[src/rtl/tgc_pkg.sv]
package tgc_pkg;
  // Strobes from control to the counter datapath
  typedef struct packed {
    logic incr;   // advance counter by one
    logic clr;    // zero the counter
  } strobe_t;
endpackage

[src/rtl/tgc_ctrl.sv]
module tgc_ctrl
  import tgc_pkg::*;
(
  input  logic    clk,
  input  logic    rstN,
  input  logic    tickEn,
  input  logic    waveMode,
  input  logic    cmdEnable,
  input  logic    cmdDisable,
  input  logic    swTrig,
  input  logic    syncTrig,
  input  logic    extTrig,
  input  logic    loadBEvt,
  input  logic    cmpCEvt,
  input  logic    optLdbDisable,
  input  logic    optLdbStop,
  input  logic    optCpcDisable,
  input  logic    optCpcStop,
  input  logic    optCpcTrig,
  output logic    enLatch,
  output logic    runLatch,
  output logic    qualTick,
  output strobe_t strb
);
  logic hwDisable, stopEvt, anyTrig, trigTaken, clrPending;

  // Mode-dependent qualifying events
  always_comb begin
    if (waveMode) begin
      hwDisable = cmpCEvt & optCpcDisable;
      stopEvt   = cmpCEvt & optCpcStop;
      anyTrig   = swTrig | syncTrig | extTrig | (cmpCEvt & optCpcTrig);
    end else begin
      hwDisable = loadBEvt & optLdbDisable;
      stopEvt   = loadBEvt & optLdbStop;
      anyTrig   = swTrig | syncTrig | extTrig;
    end
  end

  assign trigTaken = anyTrig & enLatch;

  // Enable latch: sw disable > sw enable > hardware disable
  always_ff @(posedge clk or negedge rstN) begin
    if (!rstN)           enLatch <= 1'b0;
    else if (cmdDisable) enLatch <= 1'b0;
    else if (cmdEnable)  enLatch <= 1'b1;
    else if (hwDisable)  enLatch <= 1'b0;
  end

  // Run latch: only moves while enabled; trigger beats stop
  always_ff @(posedge clk or negedge rstN) begin
    if (!rstN)                      runLatch <= 1'b0;
    else if (trigTaken)             runLatch <= 1'b1;
    else if (enLatch && stopEvt)    runLatch <= 1'b0;
  end

  // Deferred counter clear, consumed by the next tick
  always_ff @(posedge clk or negedge rstN) begin
    if (!rstN)                      clrPending <= 1'b0;
    else if (tickEn)                clrPending <= 1'b0;
    else if (trigTaken)             clrPending <= 1'b1;
  end

  assign qualTick = tickEn & enLatch & runLatch;

  always_comb begin
    strb.clr  = tickEn & (clrPending | trigTaken);
    strb.incr = qualTick & ~strb.clr;
  end
endmodule

[src/rtl/tgc_count.sv]
module tgc_count
  import tgc_pkg::*;
#(
  parameter int CNT_W = 16
) (
  input  logic             clk,
  input  logic             rstN,
  input  strobe_t          strb,
  output logic [CNT_W-1:0] cnt
);
  localparam logic [CNT_W-1:0] ONE = {{(CNT_W-1){1'b0}}, 1'b1};

  always_ff @(posedge clk or negedge rstN) begin
    if (!rstN)          cnt <= '0;
    else if (strb.clr)  cnt <= '0;
    else if (strb.incr) cnt <= cnt + ONE;
  end
endmodule

[src/rtl/timer_gate_ctl.sv]
module timer_gate_ctl #(
  parameter int CNT_W = 16
) (
  input  logic             clk,
  input  logic             rstN,
  input  logic             tickEn,
  input  logic             waveMode,
  input  logic             cmdEnable,
  input  logic             cmdDisable,
  input  logic             swTrig,
  input  logic             syncTrig,
  input  logic             extTrig,
  input  logic             loadBEvt,
  input  logic             cmpCEvt,
  input  logic             optLdbDisable,
  input  logic             optLdbStop,
  input  logic             optCpcDisable,
  input  logic             optCpcStop,
  input  logic             optCpcTrig,
  output logic             enabled,
  output logic             running,
  output logic             gatedTick,
  output logic [CNT_W-1:0] count
);
  tgc_pkg::strobe_t strb;

  tgc_ctrl ctrl_i (
    .clk(clk), .rstN(rstN), .tickEn(tickEn), .waveMode(waveMode),
    .cmdEnable(cmdEnable), .cmdDisable(cmdDisable),
    .swTrig(swTrig), .syncTrig(syncTrig), .extTrig(extTrig),
    .loadBEvt(loadBEvt), .cmpCEvt(cmpCEvt),
    .optLdbDisable(optLdbDisable), .optLdbStop(optLdbStop),
    .optCpcDisable(optCpcDisable), .optCpcStop(optCpcStop),
    .optCpcTrig(optCpcTrig),
    .enLatch(enabled), .runLatch(running), .qualTick(gatedTick),
    .strb(strb)
  );

  tgc_count #(.CNT_W(CNT_W)) count_i (
    .clk(clk), .rstN(rstN), .strb(strb), .cnt(count)
  );
endmodule

[config.mk]
export PLATFORM = sky130hd
export DESIGN_NAME = timer_gate_ctl
export DESIGN_NICKNAME = d
export VERILOG_FILES = /design/src/rtl/tgc_pkg.sv /design/src/rtl/tgc_ctrl.sv /design/src/rtl/tgc_count.sv /design/src/rtl/timer_gate_ctl.sv
export SDC_FILE = /design/constraint.sdc
export NUM_CORES = 1
export LEC_CHECK = 0
export BUFFER_PORTS_ARGS = -buffer_cell sky130_fd_sc_hd__buf_2
export CORE_MARGIN = 4
export CORE_UTILIZATION = 35
export CTS_BUF_LIST = sky130_fd_sc_hd__clkbuf_16
export DETAILED_ROUTE_END_ITERATION = 16
export PLACE_DENSITY = 0.65
export SLEW_MARGIN = 20
export SYNTH_ARGS = -nofsm -noshare
export SYNTH_HDL_FRONTEND = slang
export SYNTH_HIERARCHICAL = 1
export SYNTH_SLANG_ARGS = --single-unit
[constraint.sdc]
create_clock -name clk -period 2.55 [get_ports clk]
set_input_delay 0.255 -clock clk [delete_from_list [all_inputs] [get_ports clk]]
set_output_delay 0.255 -clock clk [all_outputs]
set_load 0.05 [all_outputs]
==> results of run 1 <==
worst max-delay path, delay by kind of cell, from the launching register on:
| kind | cells | cell delay [ps] |
|---|---|---|
| flip-flops | 1 | 470 |
| AND/OR/NAND/NOR | 2 | 430 |
| multiplexers | 1 | 310 |
| AO/OA/AOI/OAI | 3 | 610 |
sequential cells by signal, summed over array words and instances, names as in the netlist:
| signal | flops |
|---|---|
| ctrl_i/enLatch | 1 |
| ctrl_i/runLatch | 1 |
| ctrl_i/clrPending | 1 |
| count_i/cnt | 16 |
power groups by stage:
stage | combinational (mW) | sequential [mW] | clock (mW)
2_1_floorplan | 0.0387 | 0.361 | 0
3_5_place_dp | 0.107 | 0.332 | 0
5_1_grt | 0.117 | 0.329 | 0.349
4_1_cts | 0.109 | 0.326 | 0.333
3_3_place_gp | 0.105 | 0.331 | 0
6_report | 0.107 | 0.326 | 0.324
cells by family after synthesis:
kind of cell / Yosys count
compound gates: 11
xor+xnor: 10
fa+ha+maj: 1
buf+inv: 8
flops: 19
mux: 3
simple gates: 48
cells in the final DEF (no fill, tap or decap), drive strengths merged, types with 2 or more instances in the layout:
cell,Yosys,routed
nand3,4,4
mux2,2,2
buf,3,36
inv,4,4
nor2,15,15
xor2,3,3
a21oi,4,4
nor3,2,2
nor4,4,4
nand2,5,5
and3,4,4
o21ai,3,3
nand4,6,6
xnor2,7,7
clkbuf,1,3
or3,3,3
dfrtp,19,19
routing by layer:
metal / vias up / GRT usage, %
li1: 429 / -
met1: 419 / 15.5
met2: 26 / 20.7
met3: 5 / 2.66
met4: 0 / 8.26
met5: - / 0
area by class of cell:
class | instances | area (um^2) | area share (%)
flip-flops and latches | 19 | 475 | 35.4
clock inverters | 1 | 5.00 | 0.373
inverters | 4 | 15.0 | 1.12
clock buffers | 3 | 75.1 | 5.59
well taps | 31 | 38.8 | 2.89
multi-input cells | 73 | 538 | 40.1
repair buffers | 37 | 195 | 14.5
path summary, 6_finish.rpt:
| kind | endpoint | slack, ps | depth (start not counted) |
|---|---|---|---|
| min reg2reg | ctrl_i/clrPending$_DFFE_PN0P_ | 540 | 2 |
| min | ctrl_i/enLatch$_DFFE_PN0P_ | 150 | 2 |
| max in group asynchronous | count_i/cnt[14]$_DFFE_PN0P_ | 1770 | 2 |
| max | count_i/cnt[15]$_DFFE_PN0P_ | 610 | 6 |
| max reg2reg | count_i/cnt[15]$_DFFE_PN0P_ | 610 | 6 |
| min in group asynchronous | count_i/cnt[4]$_DFFE_PN0P_ | 480 | 2 |
metrics by stage:
stage / power (mW) / util (%) / hold WS [ps] / instance area (um^2)
after global placement: 0.437 / 44.3 / 223 / 1250
after global routing: 0.795 / 47.5 / 144 / 1340
after CTS: 0.768 / 47.5 / 143 / 1340
after detailed placement: 0.439 / 44.3 / 229 / 1250
after floorplan: 0.400 / - / -40.6 / 1060
final: 0.757 / 47.5 / 145 / 1340
==> flow_summary_export.csv, run 1 <==
group,metric,value,unit
finish,num_antenna_cells,0,
outcome,status,"complete, no violations",
clock_network,clock-root-buffer,"clkbuf_16",
synthesis,synth_seq_cells,19,
synthesis,synth_compound_area_share,9.20,%
clock_network,cts_sinks,19,
worst_setup_path,r2r-start,"ctrl_i/enLatch$_DFFE_PN0P_",
die,initial_core_util,37.5,%
worst_setup_path,critPathMaxStageDelay,470,ps
power_and_ir_drop,p_seq_share,43.1,%
detailed_routing,met2_length,1.07,mm
global_routing,gr-total-overflow,0,
worst_setup_path,cp-end-kind,"flip-flop",
clock_network,h-tree-depth,1,
synthesis,synth_ff_type,"dfrtp_1",
sta,slew_headroom,70.8,%
synthesis,synth_simple_gate_area_share,28.5,%
detailed_routing,drt_iter0_drc,21,
finish,fillers,258,
detailed_routing,vias,879,
synthesis,synth_fp_nets,117,
finish,stdcell_count,168,
die,io_pins,35,
sta,setup_viol,0,
sta,rsz0062_at_grt,"no",
global_routing,grt_start_max_net_pins,20,
sta,fin_crit_sh,76.1,%
synthesis,synth_commonest_cells,"dfrtp_1, nor2_1, xnor2_1",
die,chipWidth,63.1,um
sta,hold_viol_final,0,
finish,drive_gt1_share,38.7,%
synthesis,synth_top_family_by_area,"simple AND/OR/NAND/NOR gates",
clock_network,cts_resized,0,
finish,finalNetCount,155,
worst_setup_path,start_kind,"flip-flop",
power_and_ir_drop,p_switching,201,uW
sta,timing.fmax,515,MHz
power_and_ir_drop,switching_share,26.5,%
worst_setup_path,critPathLaunch,"ctrl_i/enLatch$_DFFE_PN0P_",
sta,fin_skew,1.96,ps
sta,slew_violations,0,
worst_setup_path,cp_cell_sequence,"o41ai_4, a21boi_1, o211ai_4, nor3_2, nor3b_2, mux2_4",
detailed_routing,wl_met3,119,um
synthesis,async_flop_share,100,%
sta,finalSetupTns,0,ps
synthesis,yosys_warnings,6,
clock_network,cts_tree,"yes",
clock_network,cts_setup_buffers,0,
synthesis,synthAdderAreaFrac,1.18,%
detailed_routing,wl_met1,931,um
die,row_count,19,
clock_network,cts_buffer_depth,2,
worst_setup_path,cpMaxStageDelayCell,"dfrtp_1",
clock_network,clk_latency,250,ps
finish,syn_to_final_growth,26.5,%
power_and_ir_drop,p_leak,0.629,nW
die,die_h,63.1,um
synthesis,synthesis.area,1060,um^2
detailed_routing,dr.max_layer_used,"met4",
sta,period_needed,1940,ps
power_and_ir_drop,power_frac_clock,42.8,%
detailed_routing,dr.pass1.iters,4,
synthesis,postSynthCellCount,100,
placed_design,post-place-ws,417,ps
synthesis,ys_types,33,
power_and_ir_drop,p_comb_share,14.1,%
die,core-area,2830,um^2
clock_network,path_clk_slew,50,ps
clock_network,numCtsBuffers,3,
detailed_routing,viasPerCell,5.23,
hold_path,hold_path.startpoint,"cmdDisable",
global_routing,grt_pass1_vias,899,
worst_setup_path,crit_arrival,2080,ps
power_and_ir_drop,ir_worst_vdd,225,uV
synthesis,synth_top_cell_by_area,"dfrtp_1",
synthesis,yosys.cell_count.top_type,"dfrtp_1",
synthesis,synth_area_leaders,"dfrtp_1, xnor2_1, nor2_1",
detailed_routing,finalWirelength,2.19,mm
power_and_ir_drop,p_int,556,uW
hold_path,hold_class,"in2reg",
global_routing,grt_pass1_wl,4.05,mm
power_and_ir_drop,power-per-cell-area,564,nW/um^2
die,design.die.area,3980,um^2
global_routing,grtUsageTotal,12.9,%
placed_design,place_congestion,0.777,
sta,setup_slack,609,ps
synthesis,yosysSeqAreaShare,44.8,%
flow_run,maxCapViolations,0,
sta,worst_slew_pin_slew,439,ps
placed_design,io_buffers,34,
synthesis,netlist.area_leader.share,44.8,%
synthesis,yosys.area_share.xor_xnor,8.25,%
synthesis,synth_edf_count,0,
worst_setup_path,crit_type,"reg2reg",
detailed_routing,post_drt_wl_per_cell,13.0,um
detailed_routing,antenna_left,0,
placed_design,dp.cells,163,
synthesis,synth.area.mux_share,3.42,%
detailed_routing,drc,0,
worst_setup_path,required,2690,ps
global_routing,antenna_found_initial,0,
worst_setup_path,critPathMaxFanout,7,
synthesis,syn_area_per_cell,10.6,um^2
clock_network,cts_hold_buf,1,
Power figures use the tool's default switching activity.
==> inputs of run 2 (changes only) <==
- clock period: 2.55 -> 1.95 ns (I/O delays scaled with it)
==> run 2 against run 1 <==
Sequential share of layout area decreased by 0.91 points. Final cell count increased by 3.0%. Design area increased by 3.2%. Sequential power increased by 32%. Worst setup slack got worse by 460 ps. Power increased by 31%. Largest cell class unchanged.
==> flow_summary_export.csv, run 2 (synthesis results as in run 1) <==
group,metric,value,unit
placed_design,io_buffers,34,
sta,worst_slew_pin_slew,418,ps
global_routing,gr-total-overflow,0,
hold_path,hold_class,"in2reg",
finish,final_common_cell,"buf_2",
clock_network,clock-root-buffer,"clkbuf_16",
global_routing,gr-usage-met3,3.37,%
global_routing,use_met2,20.7,%
clock_network,numCtsBuffers,3,
global_routing,grt_pass1_wl,4.18,mm
clock_network,path_clk_slew,50,ps
die,design.die.area,3980,um^2
sta,fin_crit_sh,92.3,%
power_and_ir_drop,p_leak,0.651,nW
sta,setup_slack,150,ps
die,initial_core_util,37.5,%
sta,period_needed,1800,ps
sta,slew_violations,0,
clock_network,cts_tree,"yes",
sta,hold_viol_final,0,
finish,syn_to_final_growth,30.5,%
worst_setup_path,crit_type,"reg2reg",
die,io_pins,35,
sta,finalSetupTns,0,ps
placed_design,place_congestion,0.735,
placed_design,dp_hpwl,1.83,mm
flow_run,maxCapViolations,0,
sta,setup_viol,0,
finish,final_cell_mix,"buf_2, dfrtp_1, nor2_1",
finish,largest_reg_flops,16,
detailed_routing,drc,0,
power_and_ir_drop,ir_worst_vdd,349,uV
clock_network,cts_sinks,19,
finish,top_register,"count_i/cnt",
finish,final_core_util,49.0,%
finish,drive_gt1_share,41.5,%
global_routing,grt_pass1_vias,919,
global_routing,busiest_layer,"met2",
global_routing,antenna_found_initial,0,
detailed_routing,viasPerCell,5.28,
global_routing,grt_start_max_net_pins,20,
die,die_h,63.1,um
sta,slew_headroom,72.2,%
detailed_routing,post_drt_wl_per_cell,13.9,um
worst_setup_path,crit_arrival,1940,ps
detailed_routing,antenna_left,0,
sta,fin_skew,1.38,ps
clock_network,cts_buffer_depth,2,
worst_setup_path,critPathMaxFanout,6,
global_routing,use_met1,16.4,%
die,row_count,19,
outcome,status,"complete, no violations",
finish,num_antenna_cells,0,
worst_setup_path,cp-end-kind,"flip-flop",
detailed_routing,dr.pass1.iters,4,
clock_network,cts_resized,0,
sta,rsz0062_at_grt,"no",
detailed_routing,finalWirelength,2.41,mm
finish,finalNetCount,160,
detailed_routing,drt_iter0_drc,35,
clock_network,h-tree-depth,1,
sta,hold_ws,79.3,ps
worst_setup_path,required,2090,ps
power_and_ir_drop,power-per-cell-area,718,nW/um^2
global_routing,grtUsageTotal,13.3,%
clock_network,clk_latency,250,ps
worst_setup_path,start_kind,"flip-flop",
sta,timing.fmax,556,MHz
placed_design,post-place-ws,-15.9,ps
power_and_ir_drop,power,994,uW
detailed_routing,vias,913,
die,core-area,2830,um^2
clock_network,cts_setup_buffers,0,
die,chipWidth,63.1,um
## run 2: cell types whose count changed in the layout (fill, tap and decap cells not counted)
cell,delta
buf_4,+5
dfrtp_1,-2
dfrtp_2,+2
and3_2,-1
and3_4,+1
clkinv_2,-1
inv_1,+1
## run 2: timing repair
item | CTS | global route
hold buffers | 1 | 0
hold endpoints to repair | 19 | 0
setup endpoints to repair | 0 | 0
## run 2: final timing paths
kind                                                from  slack (ps)                             to  depth (start not counted)
min in group asynchronous                           rstN         410     count_i/cnt[5]$_DFFE_PN0P_                          2
hold reg to reg            ctrl_i/clrPending$_DFFE_PN0P_         530  ctrl_i/clrPending$_DFFE_PN0P_                          2
setup reg to reg              ctrl_i/enLatch$_DFFE_PN0P_         150    count_i/cnt[11]$_DFFE_PN0P_                          7
hold / removal                                cmdDisable          80     ctrl_i/enLatch$_DFFE_PN0P_                          2
setup / recovery              ctrl_i/enLatch$_DFFE_PN0P_         150    count_i/cnt[11]$_DFFE_PN0P_                          7
max in group asynchronous                           rstN        1220     ctrl_i/enLatch$_DFFE_PN0P_                          2
## run 2: worst max-delay path, stage by stage (launching register included)
cell and delay (ps):
dfrtp_2 430, o41ai_4 110, a21boi_1 300, o211ai_4 140, buf_4 180, nor4_2 310, xnor2_1 150, nor2_1 50
## run 2: through the flow
step,cell area [um^2],std cells
floorplan,1070,100
global placement,1300,168
detailed placement,1300,168
CTS,1390,173
global route,1390,173
finish,1390,173
## run 2: final cells by class
cell class	count	area (um^2)
Fill cell	261	1440
Multi-Input combinational cell	73	542
Sequential cell	19	478
Timing Repair Buffer	42	233
Clock buffer	3	75.1
Tap cell	31	38.8
Inverter	4	15.0
Clock inverter	1	3.75
## run 2: power breakdown
group	switching [mW]	internal, mW
logic	0.0954	0.0467
registers	0.0205	0.409
clock network	0.150	0.273
## run 2: metal layers
metal | vias to the layer above | share of wire, % | wire, um
met5 | - | 0 | 0
li1 | 437 | - | -
met2 | 38 | 47 | 1130
met3 | 5 | 6.9 | 167
met1 | 433 | 44 | 1050
met4 | 0 | 2.7 | 64
